`config.mk`:
```
export PLATFORM = sky130hd
export DESIGN_NAME = dac_update_seq
export DESIGN_NICKNAME = d
export VERILOG_FILES = /design/src/rtl/dac_seq_pkg.sv /design/src/rtl/dac_cmd_build.sv /design/src/rtl/dac_frame_tx.sv /design/src/rtl/dac_update_seq.sv
export SDC_FILE = /design/constraint.sdc
export NUM_CORES = 1
export LEC_CHECK = 0
export BUFFER_PORTS_ARGS = -buffer_cell sky130_fd_sc_hd__buf_4
export CELL_PAD_IN_SITES_DETAIL_PLACEMENT = 0
export CELL_PAD_IN_SITES_GLOBAL_PLACEMENT = 1
export CORE_MARGIN = 2
export CORE_UTILIZATION = 40
export DETAILED_ROUTE_END_ITERATION = 8
export GPL_TIMING_DRIVEN = 1
export PLACE_DENSITY = 0.81
export SETUP_SLACK_MARGIN = 0.5
export SLEW_MARGIN = 0
export SYNTH_ARGS = -nofsm -noshare
export SYNTH_HDL_FRONTEND = slang
export SYNTH_SLANG_ARGS = --single-unit
```
`constraint.sdc`:
```
create_clock -name clk -period 5.1 [get_ports clk]
set_input_delay 0.51 -clock clk [delete_from_list [all_inputs] [get_ports clk]]
set_output_delay 0.51 -clock clk [all_outputs]
set_load 0.01 [all_outputs]
```
`src/rtl/dac_seq_pkg.sv`:
```
package dac_seq_pkg;

  typedef enum logic [1:0] {
    OP_CH_A    = 2'd0,
    OP_CH_B    = 2'd1,
    OP_BOTH    = 2'd2,
    OP_BOTH_X  = 2'd3
  } dac_op_e;

  typedef enum logic [2:0] {
    F_IDLE,
    F_LEAD,
    F_LOW,
    F_HIGH,
    F_GAP,
    F_TAIL
  } frame_st_e;

  typedef enum logic [1:0] {
    S_IDLE,
    S_FIRST,
    S_PAUSE,
    S_SECOND
  } seq_st_e;

endpackage

```
`src/rtl/dac_cmd_build.sv`:
```
module dac_cmd_build
  import dac_seq_pkg::*;
#(
  parameter int DATA_W = 12,
  localparam int WORD_W = DATA_W + 4
) (
  input  dac_op_e             op,
  input  logic                spd,
  input  logic                pd,
  input  logic [DATA_W-1:0]   code_a,
  input  logic [DATA_W-1:0]   code_b,
  output logic [WORD_W-1:0]   word_first,
  output logic [WORD_W-1:0]   word_second,
  output logic                two_frames
);

  // Program nibble order: load-A, speed, power-down, stage-only.
  always_comb begin
    two_frames  = 1'b0;
    word_second = {1'b1, spd, 1'b0, 1'b0, code_a};
    case (op)
      OP_CH_A: word_first = {1'b1, spd, pd,   1'b0, code_a};
      OP_CH_B: word_first = {1'b0, spd, 1'b0, 1'b0, code_b};
      default: begin
        word_first = {1'b0, spd, 1'b0, 1'b1, code_b};
        two_frames = 1'b1;
      end
    endcase
  end

endmodule

```
`src/rtl/dac_frame_tx.sv`:
```
module dac_frame_tx
  import dac_seq_pkg::*;
#(
  parameter int WORD_W    = 16,
  parameter int HALF_CYC  = 3,
  parameter bit BYTE_MODE = 1'b0
) (
  input  logic              clk,
  input  logic              rst_n,
  input  logic              start,
  input  logic [WORD_W-1:0] word,
  output logic              cs_n,
  output logic              sclk,
  output logic              sdo,
  output logic              frame_done
);

  localparam int CW = $clog2(2 * HALF_CYC + 1);
  localparam int BW = $clog2(WORD_W + 1);
  localparam logic [CW-1:0] HALF_LD  = CW'(HALF_CYC - 1);
  localparam logic [CW-1:0] WIDE_LD  = CW'(2 * HALF_CYC - 1);
  localparam logic [BW-1:0] LAST_BIT = BW'(WORD_W - 1);
  localparam logic [BW-1:0] MID_BIT  = BW'(WORD_W / 2 - 1);

  frame_st_e         st;
  logic [CW-1:0]     cnt;
  logic [BW-1:0]     sent;
  logic [WORD_W-1:0] sh;
  logic              stretch;

  generate
    if (BYTE_MODE) begin : g_bytes
      assign stretch = (sent == MID_BIT);
    end else begin : g_word
      assign stretch = 1'b0;
    end
  endgenerate

  always_ff @(posedge clk) begin
    if (!rst_n) begin
      st         <= F_IDLE;
      cnt        <= '0;
      sent       <= '0;
      sh         <= '0;
      cs_n       <= 1'b1;
      sclk       <= 1'b1;
      sdo        <= 1'b0;
      frame_done <= 1'b0;
    end else begin
      frame_done <= 1'b0;
      case (st)
        F_IDLE: begin
          if (start) begin
            st   <= F_LEAD;
            cs_n <= 1'b0;
            sh   <= word;
            sdo  <= word[WORD_W-1];
            cnt  <= HALF_LD;
            sent <= '0;
          end
        end
        F_LEAD, F_HIGH, F_GAP: begin
          if (cnt == '0) begin
            st   <= F_LOW;
            sclk <= 1'b0;
            cnt  <= HALF_LD;
          end else begin
            cnt <= cnt - 1'b1;
          end
        end
        F_LOW: begin
          if (cnt == '0) begin
            sclk <= 1'b1;
            sent <= sent + 1'b1;
            if (sent == LAST_BIT) begin
              st  <= F_TAIL;
              cnt <= HALF_LD;
            end else begin
              sh  <= sh << 1;
              sdo <= sh[WORD_W-2];
              st  <= stretch ? F_GAP : F_HIGH;
              cnt <= stretch ? WIDE_LD : HALF_LD;
            end
          end else begin
            cnt <= cnt - 1'b1;
          end
        end
        F_TAIL: begin
          if (cnt == '0) begin
            cs_n       <= 1'b1;
            st         <= F_IDLE;
            frame_done <= 1'b1;
          end else begin
            cnt <= cnt - 1'b1;
          end
        end
        default: st <= F_IDLE;
      endcase
    end
  end

endmodule

```
`src/rtl/dac_update_seq.sv`:
```
module dac_update_seq
  import dac_seq_pkg::*;
#(
  parameter int DATA_W    = 12,
  parameter int HALF_CYC  = 3,
  parameter bit BYTE_MODE = 1'b0
) (
  input  logic              clk,
  input  logic              rst_n,
  input  logic              req_valid,
  output logic              req_ready,
  input  logic [1:0]        req_op,
  input  logic [DATA_W-1:0] req_data_a,
  input  logic [DATA_W-1:0] req_data_b,
  input  logic              req_speed,
  input  logic              req_speed_upd,
  input  logic              req_pdown,
  output logic              busy,
  output logic              done,
  output logic              dac_cs_n,
  output logic              dac_sclk,
  output logic              dac_sdo
);

  localparam int WORD_W = DATA_W + 4;
  localparam int GW     = $clog2(2 * HALF_CYC + 1);
  localparam logic [GW-1:0] PAUSE_LD = GW'(2 * HALF_CYC - 1);

  seq_st_e           st;
  dac_op_e           op_q;
  logic              spd_q;
  logic              pd_q;
  logic [DATA_W-1:0] a_q;
  logic [DATA_W-1:0] b_q;
  logic [GW-1:0]     pause_cnt;
  logic              start_q;
  logic              frame_done;
  logic              pair;
  logic [WORD_W-1:0] w_first;
  logic [WORD_W-1:0] w_second;
  logic [WORD_W-1:0] tx_word;
  logic              accept;

  assign req_ready = !busy;
  assign accept    = req_valid && req_ready;
  assign tx_word   = (st == S_SECOND) ? w_second : w_first;

  dac_cmd_build #(.DATA_W(DATA_W)) u_build (
    .op          (op_q),
    .spd         (spd_q),
    .pd          (pd_q),
    .code_a      (a_q),
    .code_b      (b_q),
    .word_first  (w_first),
    .word_second (w_second),
    .two_frames  (pair)
  );

  dac_frame_tx #(
    .WORD_W    (WORD_W),
    .HALF_CYC  (HALF_CYC),
    .BYTE_MODE (BYTE_MODE)
  ) u_tx (
    .clk        (clk),
    .rst_n      (rst_n),
    .start      (start_q),
    .word       (tx_word),
    .cs_n       (dac_cs_n),
    .sclk       (dac_sclk),
    .sdo        (dac_sdo),
    .frame_done (frame_done)
  );

  always_ff @(posedge clk) begin
    if (!rst_n) begin
      st        <= S_IDLE;
      op_q      <= OP_CH_A;
      spd_q     <= 1'b0;
      pd_q      <= 1'b0;
      a_q       <= '0;
      b_q       <= '0;
      pause_cnt <= '0;
      start_q   <= 1'b0;
      busy      <= 1'b0;
      done      <= 1'b0;
    end else begin
      start_q <= 1'b0;
      done    <= 1'b0;
      case (st)
        S_IDLE: begin
          if (accept) begin
            op_q    <= dac_op_e'(req_op);
            spd_q   <= req_speed_upd ? req_speed : spd_q;
            pd_q    <= req_pdown;
            a_q     <= req_data_a;
            b_q     <= req_data_b;
            start_q <= 1'b1;
            busy    <= 1'b1;
            st      <= S_FIRST;
          end
        end
        S_FIRST: begin
          if (frame_done) begin
            if (pair) begin
              st        <= S_PAUSE;
              pause_cnt <= PAUSE_LD;
            end else begin
              st   <= S_IDLE;
              busy <= 1'b0;
              done <= 1'b1;
            end
          end
        end
        S_PAUSE: begin
          if (pause_cnt == '0) begin
            start_q <= 1'b1;
            st      <= S_SECOND;
          end else begin
            pause_cnt <= pause_cnt - 1'b1;
          end
        end
        S_SECOND: begin
          if (frame_done) begin
            st   <= S_IDLE;
            busy <= 1'b0;
            done <= 1'b1;
          end
        end
        default: st <= S_IDLE;
      endcase
    end
  end

endmodule

```
==> Implementation_results.wiki, run 1 <==
{| class="wikitable"
! Metric !! Value
|-
| Avg WL per Cell || approximately 13 um
|-
| Endpoint of the most critical register-to-register path || u_tx.sh[6]
|-
| Sink count of the clock tree || 66
|-
| Worst min-delay path endpoint || op_q[1]
|-
| IO Count || 38
|-
| Primary FF master, synth || sky130_fd_sc_hd__dfxtp_1
|-
| Largest net degree at the start of global routing || 44
|-
| Startpoint of the most critical hold path || req_op[1]
|-
| Final standard cell area without fillers || 0.003466 mm2
|-
| Cell Pwr Density || 354.9 mW/mm2
|-
| Routed wire length || 6.333 mm
|-
| Type of the tightest min-delay check || in -> reg
|-
| Fmax achieved || ~0.45 GHz
|-
| Layout cell share with drive strength beyond 1 || 0.1615
|-
| Number of levels in the clock H-tree || 3
|-
| Worst voltage drop across the vdd grid || around 0.00014 V
|-
| Final Critical Period || ~2.2 ns
|-
| Endpoint class of the critical path || flip-flop
|-
| Share of the cycle needed by the critical path after routing || 0.4338
|-
| Reg2reg setup slack || just under 3 ns
|-
| Clock-pin transition on the worst setup and hold timing paths || 0.08 ns
|-
| Worst Tran Pin Value || 1.068 ns
|-
| Worst clock skew on the final layout || 0.01090 ns
|-
| Cell depth of the worst flop-to-flop path || 6
|-
| Cell row count || 31
|-
| Reported max-cap violation count || 0
|-
| Highest-count cells in the layout ignoring fill and taps || 96 x sky130_fd_sc_hd__nand2_1, 66 x sky130_fd_sc_hd__dfxtp_1, 38 x sky130_fd_sc_hd__a21oi_1, 38 x sky130_fd_sc_hd__buf_4, 18 x sky130_fd_sc_hd__nor2_1
|-
| Final global-route overflow total || 0
|-
| Number of hold buffers added after cts || 0
|-
| Commonest non-fill, non-tap cell in the layout || sky130_fd_sc_hd__nand2_1
|-
| Post-DP HPWL || about 4.2 mm
|-
| Average vias per placed instance || a little over 5
|-
| TritonCTS clock tree || yes
|-
| Number of warnings printed during yosys synthesis || 0
|-
| Mean area per synthesized cell || 8.195 um2
|-
| Y dimension of the die || 90.12 um
|-
| Count of distinct cell types in the synthesized netlist || 47
|-
| Global-route usage over all layers || 0.1617
|-
| Master cell of the clock root buffer || sky130_fd_sc_hd__clkbuf_8
|-
| Setup TNS || 0 ns
|-
| Worst-path fanout max || 25
|-
| Critical path class || reg -> reg
|-
| Initial antenna violation count || 0
|-
| Vias in the first global route || 2361
|-
| Routed via count || 2520
|-
| Number of flops mapped to enable cells by yosys || 0
|-
| Number of buffers inserted during clock tree synthesis || 9
|-
| Synthesized Nets || 400
|-
| Count of final setup violators || 0
|-
| Maximum buffer depth of the clock tree || 2
|-
| Port Buffer Count || 37
|-
| Residual antenna-violating net count after detailed routing || 0
|-
| Async set-reset flop share out of synthesis || 0
|-
| Global-route wire length before repair || 10.80 mm
|-
| Number of instances in the synthesized netlist || 362
|-
| Total power || 1230 uW
|-
| Critical Path Start Type || flip-flop
|-
| WP data arrival || roughly 2.5 ns
|-
| Placeable core region || roughly 0.007 mm2
|-
| Clock latency of the later-clocked register in the worst-skew pair || 0.35 ns
|-
| Count of endpoints failing hold in the final timing report || 0
|-
| Final net count || 424
|-
| Detailed Routing Iterations Pass 1 || 4
|-
| Final weighted congestion of routability-driven global placement || 0.7986
|-
| Launching instance or port of the critical path || u_tx.cnt[0]
|-
| Max-slew violation total from the final report || 0
|-
| Placed inst area || 0.003249 mm2
|-
| Outcome || completed
|-
| Synth Register Bits || 66
|-
| Max_slew headroom || 0.2861
|-
| Tightest hold margin || 0.4027 ns
|-
| RSZ-0062 raised after global routing || false
|-
| Area of the die || a little over 0.008 mm2
|-
| Antenna diode instance count || 0
|-
| Remaining routing DRC violations || 0
|-
| Worst reg2reg path startpoint || u_tx.cnt[0]
|-
| Cells resized by post-CTS repair || 0
|-
| Combined area of all synthesized cells || 0.002967 mm2
|-
| Die width || 90.12 um
|-
| Post-CTS setup buffer count || 0
|-
| Area growth from synthesis to layout || 16.83%
|-
| Effective utilization at floorplan || 0.4112
|-
| Worst endpoint required time || around 5.3 ns
|-
| Sequential share of the synthesized area || 0.4454
|-
| First-iteration detailed-routing DRC count || 129
|-
| Leakage Power || 0.001282 uW
|-
| Worst Hold Depth || 3
|}
-- cell families (layout without fill, tap and decap cells) --
family                   Yosys count  count (layout)  synth area share
AO/OA/AOI/OAI                    101             101            0.2332
adder cells (fa/ha/maj)            6               6           0.02531
multiplexers                       1               1          0.003374
flip-flops                        66              66            0.4454
XOR/XNOR                           3               3          0.008859
AND/OR/NAND/NOR                  152             152            0.2290
buffers and inverters             33              61           0.05483
-- worst max-delay path, cell delays in order, from the launching register on --
cell	delay (ns)
sky130_fd_sc_hd__dfxtp_1	0.35
sky130_fd_sc_hd__inv_1	0.07
sky130_fd_sc_hd__ha_1	0.24
sky130_fd_sc_hd__and3b_1	0.26
sky130_fd_sc_hd__o211ai_2	0.87
sky130_fd_sc_hd__a311oi_1	0.10
sky130_fd_sc_hd__a31o_1	0.23
-- area by class of cell --
class,instances,area [um2]
sequential,66,1321
timing repair buffer,38,285.3
clock inverter,6,92.59
clock buffer,9,123.9
fill,731,3749
inverter,8,30.03
multi-input combinational,263,1489
tap,99,123.9
-- synthesized netlist by cell type (4+ instances only) --
master                     instances  area share
sky130_fd_sc_hd__nand3_1           5      0.0084
sky130_fd_sc_hd__nand2_1          96        0.12
sky130_fd_sc_hd__a31o_1           11       0.032
sky130_fd_sc_hd__o21a_1            4       0.010
sky130_fd_sc_hd__nor3_1            5      0.0084
sky130_fd_sc_hd__a311oi_1         10       0.030
sky130_fd_sc_hd__nand3b_1          4       0.010
sky130_fd_sc_hd__o21ai_1          14       0.024
sky130_fd_sc_hd__dfxtp_1          66        0.45
sky130_fd_sc_hd__inv_1             7      0.0089
sky130_fd_sc_hd__clkbuf_1         11       0.014
sky130_fd_sc_hd__buf_2            10       0.017
sky130_fd_sc_hd__ha_1              6       0.025
sky130_fd_sc_hd__and3_1            4      0.0084
sky130_fd_sc_hd__a21oi_1          38       0.064
sky130_fd_sc_hd__nor2b_1           4      0.0084
sky130_fd_sc_hd__o21ai_0           4      0.0067
sky130_fd_sc_hd__nor2_1           18       0.023
-- per-layer routing --
| layer | up-vias | GRT usage | wire length (um) |
|---|---|---|---|
| met1 | 1148 | 0.2227 | 3278 |
| met4 | 0 | 0.06538 | 80 |
| met2 | 46 | 0.2400 | 2728 |
| met5 | - | 0 | 0 |
| li1 | 1316 | - | - |
| met3 | 10 | 0.04359 | 245 |
-- stage by stage --
| step | std cells | utilization | setup WS (ns) |
|---|---|---|---|
| floorplan | 362 | - | 3.426 |
| global placement | 474 | 0.4504 | 2.967 |
| detailed placement | 474 | 0.4504 | 2.904 |
| CTS | 489 | 0.4804 | 2.907 |
| global route | 489 | 0.4804 | 2.662 |
| finish | 489 | 0.4804 | 2.888 |
-- registers in the layout (all words and copies together), names as in the netlist, 2 cells and up, named ones only --
signal,cells
u_tx.st,3
b_q,12
op_q,2
u_tx.cnt,3
u_tx.sent,5
pause_cnt,3
u_tx.sh,15
a_q,12
-- worst max path at each step --
stage	to	slack (ns)
after global routing	u_tx.sh[2]	2.66
after detailed placement	u_tx.sh[6]	2.90
after global placement	u_tx.sh[2]	2.97
final	u_tx.sh[6]	2.89
after CTS	u_tx.sh[6]	2.91
after floorplan	u_tx.sh[6]	3.43
-- power by group --
group | switching (uW) | total (uW) | internal [uW] | leakage, uW
Clock | 206 | 480 | 274 | 0.000102
Combinational | 105 | 178 | 72.1 | 0.000643
Sequential | 25.5 | 573 | 547 | 0.000538
Total | 337 | 1230 | 893 | 0.00128
Power figures use the tool's default switching activity.
==> inputs of run 2 (changes only) <==
--- a/config.mk
+++ b/config.mk
@@ -5,11 +5,12 @@
 export SDC_FILE = /design/constraint.sdc
 export NUM_CORES = 1
 export LEC_CHECK = 0
+export ABC_AREA = 1
 export BUFFER_PORTS_ARGS = -buffer_cell sky130_fd_sc_hd__buf_4
 export CELL_PAD_IN_SITES_DETAIL_PLACEMENT = 0
 export CELL_PAD_IN_SITES_GLOBAL_PLACEMENT = 1
 export CORE_MARGIN = 2
-export CORE_UTILIZATION = 40
+export CORE_UTILIZATION = 37
 export DETAILED_ROUTE_END_ITERATION = 8
 export GPL_TIMING_DRIVEN = 1
 export PLACE_DENSITY = 0.81
==> constraint.sdc (replaced) <==
create_clock -name clk -period 1.8 [get_ports clk]
set_input_delay 0.18 -clock clk [delete_from_list [all_inputs] [get_ports clk]]
set_output_delay 0.18 -clock clk [all_outputs]
set_load 0.01 [all_outputs]
==> run 2 against run 1 <==
Net effect:
- global-route usage is 1.3 points higher
- non-clock buffer count increased by 20
- combinational power grew to 17 times the previous value
- core utilization up 2.2 points
- critical path depth is 2 higher
==> Implementation_results.wiki, run 2 <==
{| class="wikitable"
! Metric !! Value
|-
| RSZ-0062 raised after global routing || true
|-
| WP data arrival || 1.56 ns (-0.89 ns)
|-
| Commonest non-fill, non-tap cell in the layout || sky130_fd_sc_hd__nand2_1
|-
| Final-layout fill cell count || 846 (+16%)
|-
| Synthesized-area fraction occupied by ao, oa, aoi and oai cells || 0.1405 (-0.09274)
|-
| Reg2reg setup slack || 0.43 ns (-2.45 ns)
|-
| Cell depth of the worst flop-to-flop path || 8 (+2)
|-
| Outcome || completed
|-
| Adder-Cell Fraction of Synth Area || 0.02422 (-0.001083)
|-
| Combined area of all synthesized cells || 0.003099 mm2 (+4.5%)
|-
| Vias in the first global route || 2798 (+19%)
|-
| Critical Path Max Stage Delay || 0.34 ns (-0.53 ns)
|-
| Simple logic cell fraction of the synthesized area || 0.2963 (+0.06731)
|-
| Total power || 6374 uW (+420%)
|-
| Mean area per synthesized cell || 6.708 um2 (-18%)
|-
| Area growth from synthesis to layout || 32.50%
|-
| Setup TNS || 0 ns (unchanged)
|-
| Most frequent cell after synthesis || sky130_fd_sc_hd__nand2_1
|-
| Number of hold buffers added after cts || 0 (unchanged)
|-
| Flip-flop count of the largest register after layout || 15 (unchanged)
|-
| Final Critical Period || 1.366 ns (-0.8467 ns)
|-
| Endpoint class of the critical path || flip-flop
|-
| Endpoint of the most critical register-to-register path || u_tx.sh[0]
|-
| Synthesized Nets || 500 (+25%)
|-
| Worst reg2reg path startpoint || u_tx.sent[0]
|-
| Number of buffers inserted during clock tree synthesis || 9 (unchanged)
|-
| Cell row count || 33 (+6.5%)
|-
| Area of the die || 0.009124 mm2 (+12%)
|-
| Global-route wire length before repair || 12.57 mm (+16%)
|-
| Highest-count cells in the layout ignoring fill and taps || 112 x sky130_fd_sc_hd__nand2_1, 60 x sky130_fd_sc_hd__inv_1, 59 x sky130_fd_sc_hd__dfxtp_1
|-
| Post-DP HPWL || 4.634 mm (+9.3%)
|-
| Area contributors post-synth || sky130_fd_sc_hd__dfxtp_1 43%, sky130_fd_sc_hd__nand2_1 15%, sky130_fd_sc_hd__inv_1 7.9%, sky130_fd_sc_hd__nor2_1 7.4%, sky130_fd_sc_hd__o21ai_0 6.8%
|-
| Global-route usage over all layers || 0.1747 (+0.01302)
|-
| Top register by number of flip-flops || u_tx.sh
|-
| Worst min-delay path endpoint || op_q[1]
|-
| Average vias per placed instance || 4.719 (-8.4%)
|-
| Largest net degree at the start of global routing || 52 (+18%)
|-
| Post-Synth XOR/XNOR Area || 0 (-0.008857)
|-
| Crit-path cells || ha_4 -> nand2_4 -> nor2_4 -> ha_4 -> nand2_4 -> nand3_4 -> nand2_1 -> a21oi_1
|-
| Sequential share of the synthesized area || 0.4263 (-0.01906)
|-
| Startpoint of the most critical hold path || req_op[1]
|-
| Tightest hold margin || 0.07047 ns (-0.3322 ns)
|-
| Clock-pin transition on the worst setup and hold timing paths || 0.07 ns (about the same)
|-
| Share of the cycle needed by the critical path after routing || 0.7587 (+0.3249)
|-
| Residual antenna-violating net count after detailed routing || 0 (unchanged)
|-
| Count of final setup violators || 0 (unchanged)
|-
| Type of the tightest min-delay check || in -> reg
|-
| Layout cell share with drive strength beyond 1 || 0.2433 (+0.08176)
|-
| Maximum buffer depth of the clock tree || 2 (unchanged)
|-
| Number of flops mapped to enable cells by yosys || 0 (unchanged)
|-
| Die width || 95.52 um (+6.0%)
|-
| Max_slew headroom || 0.6321 (+0.3460)
|-
| Synth Register Bits || 66 (unchanged)
|-
| Number of warnings printed during yosys synthesis || 0 (unchanged)
|-
| Top cell type's share of synthesized area || 0.4263 (-0.01906)
|-
| Worst Tran Pin Value || 0.5512 ns (-0.5165 ns)
|-
| TritonCTS clock tree || yes
|-
| Worst clock skew on the final layout || 0.009280 ns (-0.001618 ns)
|-
| Critical Path Start Type || flip-flop
|-
| Primary FF master, synth || sky130_fd_sc_hd__dfxtp_1
|-
| Final global-route overflow total || 0 (unchanged)
|-
| Effective utilization at floorplan || 0.3791 (-0.03211)
|-
| Detailed Routing Iterations Pass 1 || 4 (unchanged)
|-
| Y dimension of the die || 95.52 um (+6.0%)
|-
| Top Registers || u_tx.sh (15), a_q (12), b_q (12)
|-
| Sink count of the clock tree || 66 (unchanged)
|-
| Final net count || 555 (+31%)
|-
| Portion of netlist area occupied by mux cells || 0 (-0.003374)
|-
| Count of endpoints failing hold in the final timing report || 0 (unchanged)
|-
| Count of distinct cell types in the synthesized netlist || 28 (-40%)
|-
| Worst Hold Depth || 3 (unchanged)
|-
| Port Buffer Count || 37 (unchanged)
|-
| Largest family of logic cells by synthesized area || simple AND/OR/NAND/NOR gates
|-
| IO Count || 38 (unchanged)
|-
| Avg WL per Cell || 12.53 um (-3.3%)
|-
| First-iteration detailed-routing DRC count || 88 (-32%)
|-
| Initial antenna violation count || 0 (unchanged)
|-
| Remaining routing DRC violations || 0 (unchanged)
|-
| Number of levels in the clock H-tree || 3 (unchanged)
|-
| Final weighted congestion of routability-driven global placement || 0.8616 (+7.9%)
|-
| Leakage Power || 0.001940 uW (+51%)
|-
| Antenna diode instance count || 0 (unchanged)
|-
| Worst endpoint required time || 1.99 ns (-3.35 ns)
|-
| Worst-path fanout max || 7 (-72%)
|-
| Top cells by instance count after synthesis || 120 x sky130_fd_sc_hd__nand2_1, 66 x sky130_fd_sc_hd__dfxtp_1, 65 x sky130_fd_sc_hd__inv_1
|-
| Clock latency of the later-clocked register in the worst-skew pair || 0.34 ns (about the same)
|-
| Critical-path cell with the highest stage delay || sky130_fd_sc_hd__dfxtp_2
|-
| Async set-reset flop share out of synthesis || 0 (unchanged)
|-
| Cell Pwr Density || 1552 mW/mm2 (+340%)
|-
| Routed wire length || 7.854 mm (+24%)
|-
| Number of instances in the synthesized netlist || 462 (+28%)
|-
| Routed via count || 2959 (+17%)
|-
| Fmax achieved || 0.7322 GHz (+62%)
|-
| Critical path class || reg -> reg
|-
| Max-slew violation total from the final report || 0 (unchanged)
|-
| Worst voltage drop across the vdd grid || 0.001066 V (+660%)
|-
| Biggest area consumer among synthesized cells || sky130_fd_sc_hd__dfxtp_1
|-
| Placeable core region || 0.008175 mm2 (+13%)
|-
| Reported max-cap violation count || 0 (unchanged)
|-
| Master cell of the clock root buffer || sky130_fd_sc_hd__clkbuf_8
|}
## run 2: power breakdown
part	total (uW)	internal, uW	switching, uW
combinational	2980	1200	1780
clock	1390	814	578
sequential	2010	1800	206
## run 2: per-layer routing
layer,part of all wire,up-vias,track usage
met5,0,-,0
met4,0.0078,0,0.04286
met3,0.046,8,0.04901
met2,0.49,41,0.3112
met1,0.46,1344,0.2061
li1,-,1566,-
## run 2: stage by stage
stage / cells / worst slack [ns] / util / area, um2
detailed placement: 591 / 0.2965 / 0.4296 / 3512
finish: 627 / 0.4343 / 0.5023 / 4106
global route: 627 / 0.3424 / 0.5023 / 4106
CTS: 618 / 0.4177 / 0.4798 / 3923
global placement: 591 / 0.3317 / 0.4296 / 3512
floorplan: 462 / 0.4434 / - / 3147
## run 2: how the worst max path moves through the flow
| stage | cells past startpoint | slack (ns) | endpoint | start |
|---|---|---|---|---|
| finish | 8 | 0.43 | u_tx.sh[0] | u_tx.sent[0] |
| global route | 9 | 0.34 | u_tx.sh[3] | u_tx.sent[1] |
| detailed placement | 7 | 0.30 | u_tx.sh[11] | u_tx.cnt[0] |
| global placement | 8 | 0.33 | u_tx.sh[3] | u_tx.cnt[0] |
| CTS | 9 | 0.42 | u_tx.sh[14] | u_tx.sent[0] |
| floorplan | 10 | 0.44 | u_tx.sh[10] | u_tx.sent[1] |
## run 2: cell type report
type / instances / area, um2 / area share
clock buffer: 11 / 141.4 / 0.03443
sequential: 66 / 1335 / 0.3251
multi-input combinational: 314 / 1660 / 0.4043
timing repair inverter: 1 / 7.507 / 0.001828
clock inverter: 5 / 77.57 / 0.01889
inverter: 67 / 255.2 / 0.06216
tap: 105 / 131.4 / 0.03199
timing repair buffer: 58 / 498.0 / 0.1213
## run 2: kinds of logic after synthesis
logic type | after synthesis
adder cells (fa/ha/maj) | 6
AO/OA/AOI/OAI | 83
flip-flops | 66
buffers and inverters | 86
AND/OR/NAND/NOR | 221
## run 2: timing repair
action                     in CTS  in global routing
cloned                          3                  3
gates resized for setup        24                 50
setup buffers                   8                  6
pin swaps                      30                  5
setup endpoints to repair      40                 54
## run 2: critical path, delay by kind of cell, from the launching register on
kind / cells / cell delay, ns
AO/OA/AOI/OAI: 1 / 0.06
adder cells (fa/ha/maj): 2 / 0.34
flip-flops: 1 / 0.34
AND/OR/NAND/NOR: 5 / 0.47
